[config.mk]
export PLATFORM = sky130hd
export DESIGN_NAME = sdmmc_irq_status
export DESIGN_NICKNAME = d
export VERILOG_FILES = /design/src/rtl/sdmmc_irq_pkg.sv /design/src/rtl/sdmmc_irq_raw.sv /design/src/rtl/sdmmc_irq_cfg.sv /design/src/rtl/sdmmc_irq_out.sv /design/src/rtl/sdmmc_irq_status.sv
export SDC_FILE = /design/constraint.sdc
export NUM_CORES = 1
export LEC_CHECK = 0
export CAP_MARGIN = 30
export CORE_AREA = 2 2 87 89
export CTS_BUF_LIST = sky130_fd_sc_hd__clkbuf_2
export CTS_CLUSTER_SIZE = 30
export DETAILED_ROUTE_END_ITERATION = 7
export DIE_AREA = 0 0 89 91
export GPL_ROUTABILITY_DRIVEN = 0
export GPL_TIMING_DRIVEN = 1
export PLACE_DENSITY = 0.77
export SYNTH_ARGS = -nofsm -noshare
export SYNTH_HDL_FRONTEND = slang
export SYNTH_SLANG_ARGS = --single-unit
[constraint.sdc]
create_clock -name clk -period 1.8 [get_ports clk]
set_clock_uncertainty 0.15 [all_clocks]
set_input_delay 0.27 -clock clk [delete_from_list [all_inputs] [get_ports clk]]
set_output_delay 0.27 -clock clk [all_outputs]
set_load 0.005 [all_outputs]
[src/rtl/sdmmc_irq_pkg.sv]
`timescale 1ns/1ps
package sdmmc_irq_pkg;
  localparam int STAT_W = 32;
  localparam int EN_POS = 4;
  localparam logic [STAT_W-1:0] LIVE_BITS = 32'hC001_FFFE;
  localparam logic [STAT_W-1:0] ERR_GROUP = 32'h0000_BBC2;
  localparam logic [STAT_W-1:0] DONE_GROUP = 32'h0000_440C;
  typedef enum logic [1:0] {
    SEL_CTRL  = 2'd0,
    SEL_MASK  = 2'd1,
    SEL_RAW   = 2'd2,
    SEL_MSTAT = 2'd3
  } reg_sel_e;
endpackage

[src/rtl/sdmmc_irq_raw.sv]
`timescale 1ns/1ps
module sdmmc_irq_raw #(
  parameter int W = 32,
  parameter logic [W-1:0] LIVE = '1
) (
  input  logic         clk,
  input  logic         rst_n,
  input  logic [W-1:0] set_vec,
  input  logic [W-1:0] clr_vec,
  output logic [W-1:0] raw_q
);
  for (genvar b = 0; b < W; b++) begin : g_bit
    if (LIVE[b]) begin : g_live
      logic nxt;
      logic upd;
      always_comb begin
        upd = set_vec[b] | clr_vec[b];
        nxt = set_vec[b] | (raw_q[b] & ~clr_vec[b]);
      end
      always_ff @(posedge clk or negedge rst_n) begin
        if (!rst_n)   raw_q[b] <= 1'b0;
        else if (upd) raw_q[b] <= nxt;
      end
    end else begin : g_tied
      assign raw_q[b] = 1'b0;
    end
  end
endmodule

[src/rtl/sdmmc_irq_cfg.sv]
`timescale 1ns/1ps
module sdmmc_irq_cfg #(
  parameter int W = 32
) (
  input  logic         clk,
  input  logic         rst_n,
  input  logic         mask_we,
  input  logic         ctrl_we,
  input  logic [W-1:0] wdata,
  input  logic         en_bit,
  output logic [W-1:0] mask_q,
  output logic         glob_en_q
);
  logic [W-1:0] mask_nxt;
  logic         en_nxt;

  always_comb begin
    mask_nxt = wdata;
    en_nxt   = en_bit;
  end

  always_ff @(posedge clk or negedge rst_n) begin
    if (!rst_n)       mask_q <= '0;
    else if (mask_we) mask_q <= mask_nxt;
  end

  always_ff @(posedge clk or negedge rst_n) begin
    if (!rst_n)       glob_en_q <= 1'b0;
    else if (ctrl_we) glob_en_q <= en_nxt;
  end
endmodule

[src/rtl/sdmmc_irq_out.sv]
`timescale 1ns/1ps
module sdmmc_irq_out #(
  parameter int W = 32,
  parameter int EN_BIT = 4,
  parameter logic [W-1:0] ERR_M = '0,
  parameter logic [W-1:0] DONE_M = '0
) (
  input  logic [W-1:0] raw_q,
  input  logic [W-1:0] mask_q,
  input  logic         glob_en_q,
  input  logic [1:0]   rd_sel,
  output logic [W-1:0] rd_data,
  output logic [W-1:0] masked,
  output logic         irq,
  output logic         any_err,
  output logic         any_done
);
  import sdmmc_irq_pkg::*;
  logic [W-1:0] ctrl_view;

  always_comb begin
    masked   = raw_q & mask_q;
    irq      = glob_en_q & (|masked);
    any_err  = |(raw_q & ERR_M);
    any_done = |(raw_q & DONE_M);
    ctrl_view = '0;
    ctrl_view[EN_BIT] = glob_en_q;
    unique case (reg_sel_e'(rd_sel))
      SEL_CTRL: rd_data = ctrl_view;
      SEL_MASK: rd_data = mask_q;
      SEL_RAW:  rd_data = raw_q;
      default:  rd_data = masked;
    endcase
  end
endmodule

[src/rtl/sdmmc_irq_status.sv]
`timescale 1ns/1ps
module sdmmc_irq_status
  import sdmmc_irq_pkg::*;
#(
  parameter int W = STAT_W
) (
  input  logic         clk,
  input  logic         rst_n,
  input  logic [W-1:0] evt_strobe,
  input  logic         wr_en,
  input  logic [1:0]   wr_sel,
  input  logic [W-1:0] wr_data,
  input  logic [1:0]   rd_sel,
  output logic [W-1:0] rd_data,
  output logic [W-1:0] masked_stat,
  output logic         irq,
  output logic         any_error,
  output logic         any_done
);
  localparam logic [W-1:0] LIVE_W = W'(LIVE_BITS);
  localparam logic [W-1:0] ERR_W  = W'(ERR_GROUP);
  localparam logic [W-1:0] DONE_W = W'(DONE_GROUP);

  logic         mask_we, ctrl_we, raw_we;
  logic [W-1:0] clr_vec, raw_q, mask_q;
  logic         glob_en_q;

  always_comb begin
    mask_we = wr_en && (reg_sel_e'(wr_sel) == SEL_MASK);
    ctrl_we = wr_en && (reg_sel_e'(wr_sel) == SEL_CTRL);
    raw_we  = wr_en && (reg_sel_e'(wr_sel) == SEL_RAW);
    clr_vec = raw_we ? wr_data : '0;
  end

  sdmmc_irq_raw #(.W(W), .LIVE(LIVE_W)) u_raw (
    .clk(clk), .rst_n(rst_n), .set_vec(evt_strobe), .clr_vec(clr_vec),
    .raw_q(raw_q)
  );

  sdmmc_irq_cfg #(.W(W)) u_cfg (
    .clk(clk), .rst_n(rst_n), .mask_we(mask_we), .ctrl_we(ctrl_we),
    .wdata(wr_data), .en_bit(wr_data[EN_POS]), .mask_q(mask_q),
    .glob_en_q(glob_en_q)
  );

  sdmmc_irq_out #(.W(W), .EN_BIT(EN_POS), .ERR_M(ERR_W), .DONE_M(DONE_W)) u_out (
    .raw_q(raw_q), .mask_q(mask_q), .glob_en_q(glob_en_q), .rd_sel(rd_sel),
    .rd_data(rd_data), .masked(masked_stat), .irq(irq),
    .any_err(any_error), .any_done(any_done)
  );
endmodule

==> results.json, run 1 <==
{
  "status": "finished with violations",
  "violations": "setup timing",
  "path_clk_slew_ns": 0.29,
  "place_hpwl_um": 5700,
  "h-tree-depth": 2,
  "cts_buffers": 5,
  "grt_max_degree": 52,
  "power_density_nw_per_um2": 778,
  "placed_area_um2": 4150,
  "grt_overflow": 0,
  "die_area_um2": 8100,
  "remaining_drc_errors": 0,
  "drive_above_1_share_pct": 49.6,
  "period_needed_ns": 2.57,
  "grt_use_total_pct": 19.8,
  "synth_warnings": 0,
  "wl_per_cell_um": 16.6,
  "dieHeight_um": 91,
  "criticalPathCategory": "reg -> out",
  "start_util_pct": 35.2,
  "cp_cell_sequence": "and2_4 -> nor4_4 -> nand4_1 -> o41a_1 -> buf_2",
  "stdcell_area_um2": 4650,
  "clkSinkCount": 51,
  "cts_tree": "yes",
  "seq_area_frac_synth_pct": 50.8,
  "required_ns": 1.38,
  "hold_violations": 0,
  "peakVddDrop_mv": 0.351,
  "core-area_um2": 7140,
  "drt-initial-drc-count": 95,
  "rsz0062_at_grt": "yes",
  "root_buffer": "clkbuf_2",
  "final_util_pct": 65.1,
  "period_share_pct": 143,
  "crit_path_end_kind": "output port",
  "drv_cap": 0,
  "post-place-cells": 494,
  "slowest_delay_ns": 0.47,
  "async_reset_ff_share_pct": 100,
  "hp-class": "in -> async",
  "tns_ns": -2.57,
  "clockBufferDepth": 2,
  "leakagePower_nw": 2.07,
  "worst_path_max_delay_cell": "dfrtp_1",
  "die_x_um": 89,
  "dr.pass1.iters": 4,
  "synth_top_cell_by_area": "dfrtp_1",
  "avgSynthCellArea_um2": 10.7,
  "arrival_ns": 2.15,
  "syn_inst": 234,
  "fmax_ghz": 0.389,
  "portBuffers": 109,
  "netlist_top_cells_count": "51 x dfrtp_1, 33 x mux2_2, 23 x nor2_1",
  "rows": 31,
  "synth_ff_type": "dfrtp_1",
  "clk_latency_ns": 0.45,
  "setup_viol": 16,
  "setup_slack_ns": -0.769,
  "wl_um": 8610,
  "dr_total_vias": 2506,
  "nNetsFinal": 491,
  "n_antenna_cell": 0,
  "fin_cells": 520,
  "syn_to_final_growth_pct": 85.1,
  "ios": 138,
  "crit_fanout": 2,
  "yosysMostFrequentCell": "dfrtp_1",
  "final_antenna_net_count": 0,
  "antenna_found_initial": 0,
  "drv_slew": 0,
  "synth_area_leaders": "dfrtp_1 51%, mux2_2 15%, a21o_1 4.8%",
  "ys_types": 27,
  "avgViaCountPerCell": 4.82,
  "ys_seq_elements": 51,
  "cp-start-kind": "flop",
  "grt_pass1_vias": 2581,
  "grt_pass1_wl_um": 12500,
  "netlist_area_um2": 2510,
  "synth_top_area_share_pct": 50.8,
  "synth_edf_count": 0
}
## metrics by stage
stage	total power, W	hold WS, ns	setup WS (ns)
3_5_place_dp	0.00260	0.136	-0.661
6_report	0.00361	0.125	-0.769
4_1_cts	0.00344	0.125	-0.751
5_1_grt	0.00380	0.107	-0.851
2_1_floorplan	0.00179	-0.176	0.0266
3_3_place_gp	0.00258	0.131	-0.544
## worst paths after layout
kind / endpoint / depth (start not counted) / start / slack [ns]
max reg2reg: u_cfg.mask_q[11] / 4 / u_cfg.mask_q[11] / 0.52
min reg2reg: u_cfg.mask_q[29] / 1 / u_cfg.mask_q[29] / 0.39
max in group asynchronous: u_raw.raw_q[1] / 3 / rst_n / 1.12
min in group clk: u_raw.raw_q[10] / 2 / evt_strobe[10] / 0.18
min: u_raw.raw_q[9] / 3 / rst_n / 0.12
max: irq / 5 / u_raw.raw_q[9] / -0.77
## power breakdown
group | switching, W | leakage [nW] | internal [W]
clock network | 0.000398 | 0.0492 | 0.000372
registers | 0.0000914 | 0.555 | 0.00130
logic | 0.000516 | 1.46 | 0.000936
## state kept, by name, summed over array words and instances, names as in the netlist
name / flops
u_cfg.mask_q: 32
u_raw.raw_q: 18
u_cfg.glob_en_q: 1
## logic make-up (layout without fill, tap and decap cells)
family | after synthesis | after routing | synth area share [%]
and+or+nand+nor | 86 | 86 | 17.7
DFF | 51 | 51 | 50.8
AOI/OAI and AO/OA | 36 | 36 | 10.1
muxes | 33 | 33 | 14.8
buffers and inverters | 27 | 201 | 6.38
other | 1 | 14 | 0.149
## critical path: cells and delay by family (launching register included)
| family | cells | cell delay, ns |
|---|---|---|
| flip-flops | 1 | 0.47 |
| buffers and inverters | 1 | 0.15 |
| AO/OA/AOI/OAI | 1 | 0.45 |
| AND/OR/NAND/NOR | 3 | 0.62 |
## routing by layer
layer / part of all wire, % / GRT usage (%) / vias up
li1: - / - / 1168
met1: 44 / 25.3 / 1243
met2: 50 / 33.7 / 84
met3: 4.3 / 3.73 / 11
met4: 1.4 / 5.72 / 0
met5: 0 / 0 / -
## cell usage in the layout, fill, tap and decap left out, drive strengths merged
| master | count |
|---|---|
| nand3 | 1 |
| nor3b | 1 |
| and2 | 18 |
| or4 | 2 |
| and3b | 1 |
| nand3b | 1 |
| o41a | 1 |
| dfrtp | 51 |
| nand4 | 1 |
| dlygate4sd3 | 1 |
| a21o | 17 |
| mux2 | 33 |
| o22ai | 17 |
| clkdlybuf4s15 | 13 |
| a21boi | 1 |
| buf | 115 |
| clkinv | 1 |
| clkinvlp | 1 |
| nor4 | 3 |
| bufinv | 2 |
| inv | 1 |
| clkdlybuf4s50 | 53 |
| clkbuf | 11 |
| dlygate4sd2 | 3 |
| nor2 | 23 |
| conb | 14 |
| nand2 | 17 |
| or2 | 1 |
| and3 | 14 |
| nor3 | 3 |
## final cells by class
type / instances / area (um^2)
Sequential cell: 51 / 1280
Fill cell: 583 / 2490
Multi-Input combinational cell: 169 / 1380
Timing Repair Buffer: 191 / 1770
Tap cell: 99 / 124
Inverter: 2 / 7.51
Clock buffer: 5 / 25.0
Clock inverter: 3 / 67.6
## repair_timing
| item | CTS | global route |
|---|---|---|
| pin swaps | 29 | 35 |
| buffers inserted | 15 | 20 |
| endpoints found under the setup margin | 53 | 49 |
| hold buffers | 1 | 0 |
| hold endpoints to repair | 51 | 0 |
| resized for setup | 209 | 70 |
Power figures use the tool's default switching activity.
==> run 2: changes to the inputs <==
Settings changed: CORE_AREA 2 2 87 89 to 2 2 94 96, DIE_AREA 0 0 89 91 to 0 0 96 98, RECOVER_POWER from default to 50, SYNTH_HIERARCHICAL from default to 1.
==> run 2 against run 1 <==
  * Sequential power barely moved
  * Fmax shrank 12%
  * Clock power decreased by 39%
  * Cell count up 15%
  * Routed wire length increased by 21%
  * Area after synthesis increased by 24%
  * Largest cell class is now multi-input combinational cells
  * Setup slack lost 0.35 ns
  * Critical path type unchanged
  * The flow still finishes with violations (setup timing)
  * Die area up 16%
==> results.json, run 2 <==
{
  "status": "finished with violations",
  "violations": "setup timing",
  "path_clk_slew_ns": 0.27,
  "peakVddDrop_mv": 0.296,
  "intPower_w": 0.00248,
  "grt_pass1_wl_um": 16300,
  "pwr-share-clk_pct": 13.2,
  "placed_area_um2": 4690,
  "place_hpwl_um": 7160,
  "rows": 34,
  "n_antenna_cell": 0,
  "cts_tree": "yes",
  "wl_per_cell_um": 17.4,
  "largest_register_ffs": 32,
  "drv_slew": 0,
  "tightest_slew_ns": 1.32,
  "period_needed_ns": 2.92,
  "holdPathStages": 2,
  "die_area_um2": 9410,
  "grt_use_total_pct": 22.2,
  "ios": 138,
  "reg.largest.list": "u_cfg/mask_q x32, u_raw/raw_q x18, u_cfg/glob_en_q x1",
  "clockBufferDepth": 2,
  "clkSinkCount": 51,
  "top_register": "u_cfg/mask_q",
  "tns_ns": -1.59,
  "dr.pass1.iters": 4,
  "syn_inst": 295,
  "final_cell_mix": "68 x buf_4, 52 x clkdlybuf4s50_1, 51 x dfrtp_1",
  "period_share_pct": 162,
  "nNetsFinal": 558,
  "h-tree-depth": 2,
  "swShare_pct": 30.3,
  "fmax_ghz": 0.342,
  "stdcell_area_um2": 5120,
  "clk_latency_ns": 0.43,
  "hp-class": "in -> reg",
  "start_util_pct": 36.8,
  "required_ns": 1.38,
  "grt_max_degree": 24,
  "wl_um": 10400,
  "crit_fanout": 2,
  "criticalPathCategory": "reg -> out",
  "drt-initial-drc-count": 104,
  "leakagePower_nw": 2.35,
  "drv_cap": 0,
  "drive_above_1_share_pct": 49.2,
  "power_switching_w": 0.00108,
  "total_power_w": 0.00356,
  "cts_buffers": 5,
  "netlist_area_um2": 3110,
  "final_common_cell": "buf_4",
  "setup_viol": 5,
  "grt_overflow": 0,
  "setup_slack_ns": -1.12,
  "combPwrFrac_pct": 47.4,
  "hold_violations": 0,
  "synth_warnings": 6,
  "fill_cells": 703,
  "antenna_found_initial": 1,
  "rr_worst_depth": 4,
  "power_density_nw_per_um2": 695,
  "avgSynthCellArea_um2": 10.5,
  "relSlewSlack_pct": 11.7,
  "remaining_drc_errors": 0,
  "avgViaCountPerCell": 4.91,
  "grt_pass1_vias": 3195,
  "cp_common_cell": "or4_4",
  "slowest_delay_ns": 0.52,
  "root_buffer": "clkbuf_2",
  "core-area_um2": 8470,
  "dieHeight_um": 98,
  "arrival_ns": 2.50,
  "p_seq_share_pct": 39.4,
  "syn_to_final_growth_pct": 64.5,
  "cp-start-kind": "flop",
  "rsz0062_at_grt": "yes",
  "crit_path_end_kind": "output port",
  "worst_path_max_delay_cell": "or4_4",
  "cp_cell_sequence": "and2_4 -> or4_4 -> or4_4 -> o41a_1 -> buf_2",
  "portBuffers": 109,
  "die_x_um": 96,
  "final_antenna_net_count": 0,
  "dr_total_vias": 2928
}
run 2: layout make-up:
| cell class | instances | area [um^2] | share of cell area, % |
|---|---|---|---|
| Sequential cell | 51 | 1280 | 24.9 |
| Tap cell | 108 | 135 | 2.64 |
| Multi-Input combinational cell | 201 | 1800 | 35.2 |
| Clock buffer | 7 | 35.0 | 0.685 |
| Inverter | 20 | 77.6 | 1.52 |
| Timing Repair Buffer | 208 | 1790 | 34.9 |
| Clock inverter | 1 | 5.00 | 0.0978 |
run 2: power groups by stage:
stage | Sequential, W | Clock, W | Combinational, W
floorplan | 0.00141 | 0 | 0.000606
global placement | 0.00140 | 0 | 0.00145
CTS | 0.00138 | 0.000489 | 0.00159
finish | 0.00140 | 0.000469 | 0.00169
detailed placement | 0.00141 | 0 | 0.00146
global route | 0.00142 | 0.000543 | 0.00181
run 2: worst paths after layout:
path	from	endpoint	slack (ns)
worst min register to register	u_cfg/mask_q[21]	u_cfg/mask_q[21]	0.43
max in group asynchronous	rst_n	u_raw/raw_q[9]	0.10
worst max-delay path	u_cfg/mask_q[11]	irq	-1.12
worst max register to register	u_cfg/mask_q[1]	u_cfg/mask_q[1]	0.55
worst min-delay path	evt_strobe[31]	u_raw/raw_q[31]	0.22
min in group asynchronous	rst_n	u_cfg/mask_q[21]	0.44
run 2: repair_timing:
action | 4_1_cts | 5_1_grt
cloned | 1 | 0
resized for setup | 208 | 58
hold buffers | 1 | 0
setup endpoints to repair | 53 | 47
endpoints found under the hold margin | 21 | 0
buffers inserted | 30 | 14
pin swaps | 28 | 35
run 2: worst max-delay path, delay by kind of cell (launching register included):
family	cells	cell delay, ns
AOI/OAI and AO/OA	1	0.41
buffers and inverters	1	0.14
DFF	1	0.43
and+or+nand+nor	3	1.11
run 2: routing by layer:
layer / up-vias / part of all wire (%) / global-route usage (%)
met2: 96 / 50 / 38.9
met3: 13 / 5.4 / 4.09
met1: 1421 / 43 / 28.1
li1: 1396 / - / -
met5: - / 0.13 / 0
met4: 2 / 1.1 / 4.73
run 2: metrics by stage:
step | utilization [%] | hold slack (ns) | instances | worst slack [ns]
after floorplan | - | -0.176 | 308 | -0.457
after global placement | 55.4 | 0.126 | 561 | -0.983
after detailed placement | 55.4 | 0.135 | 561 | -1.05
after CTS | 59.4 | 0.147 | 594 | -1.15
after global routing | 60.4 | 0.181 | 596 | -1.21
final | 60.4 | 0.225 | 596 | -1.12
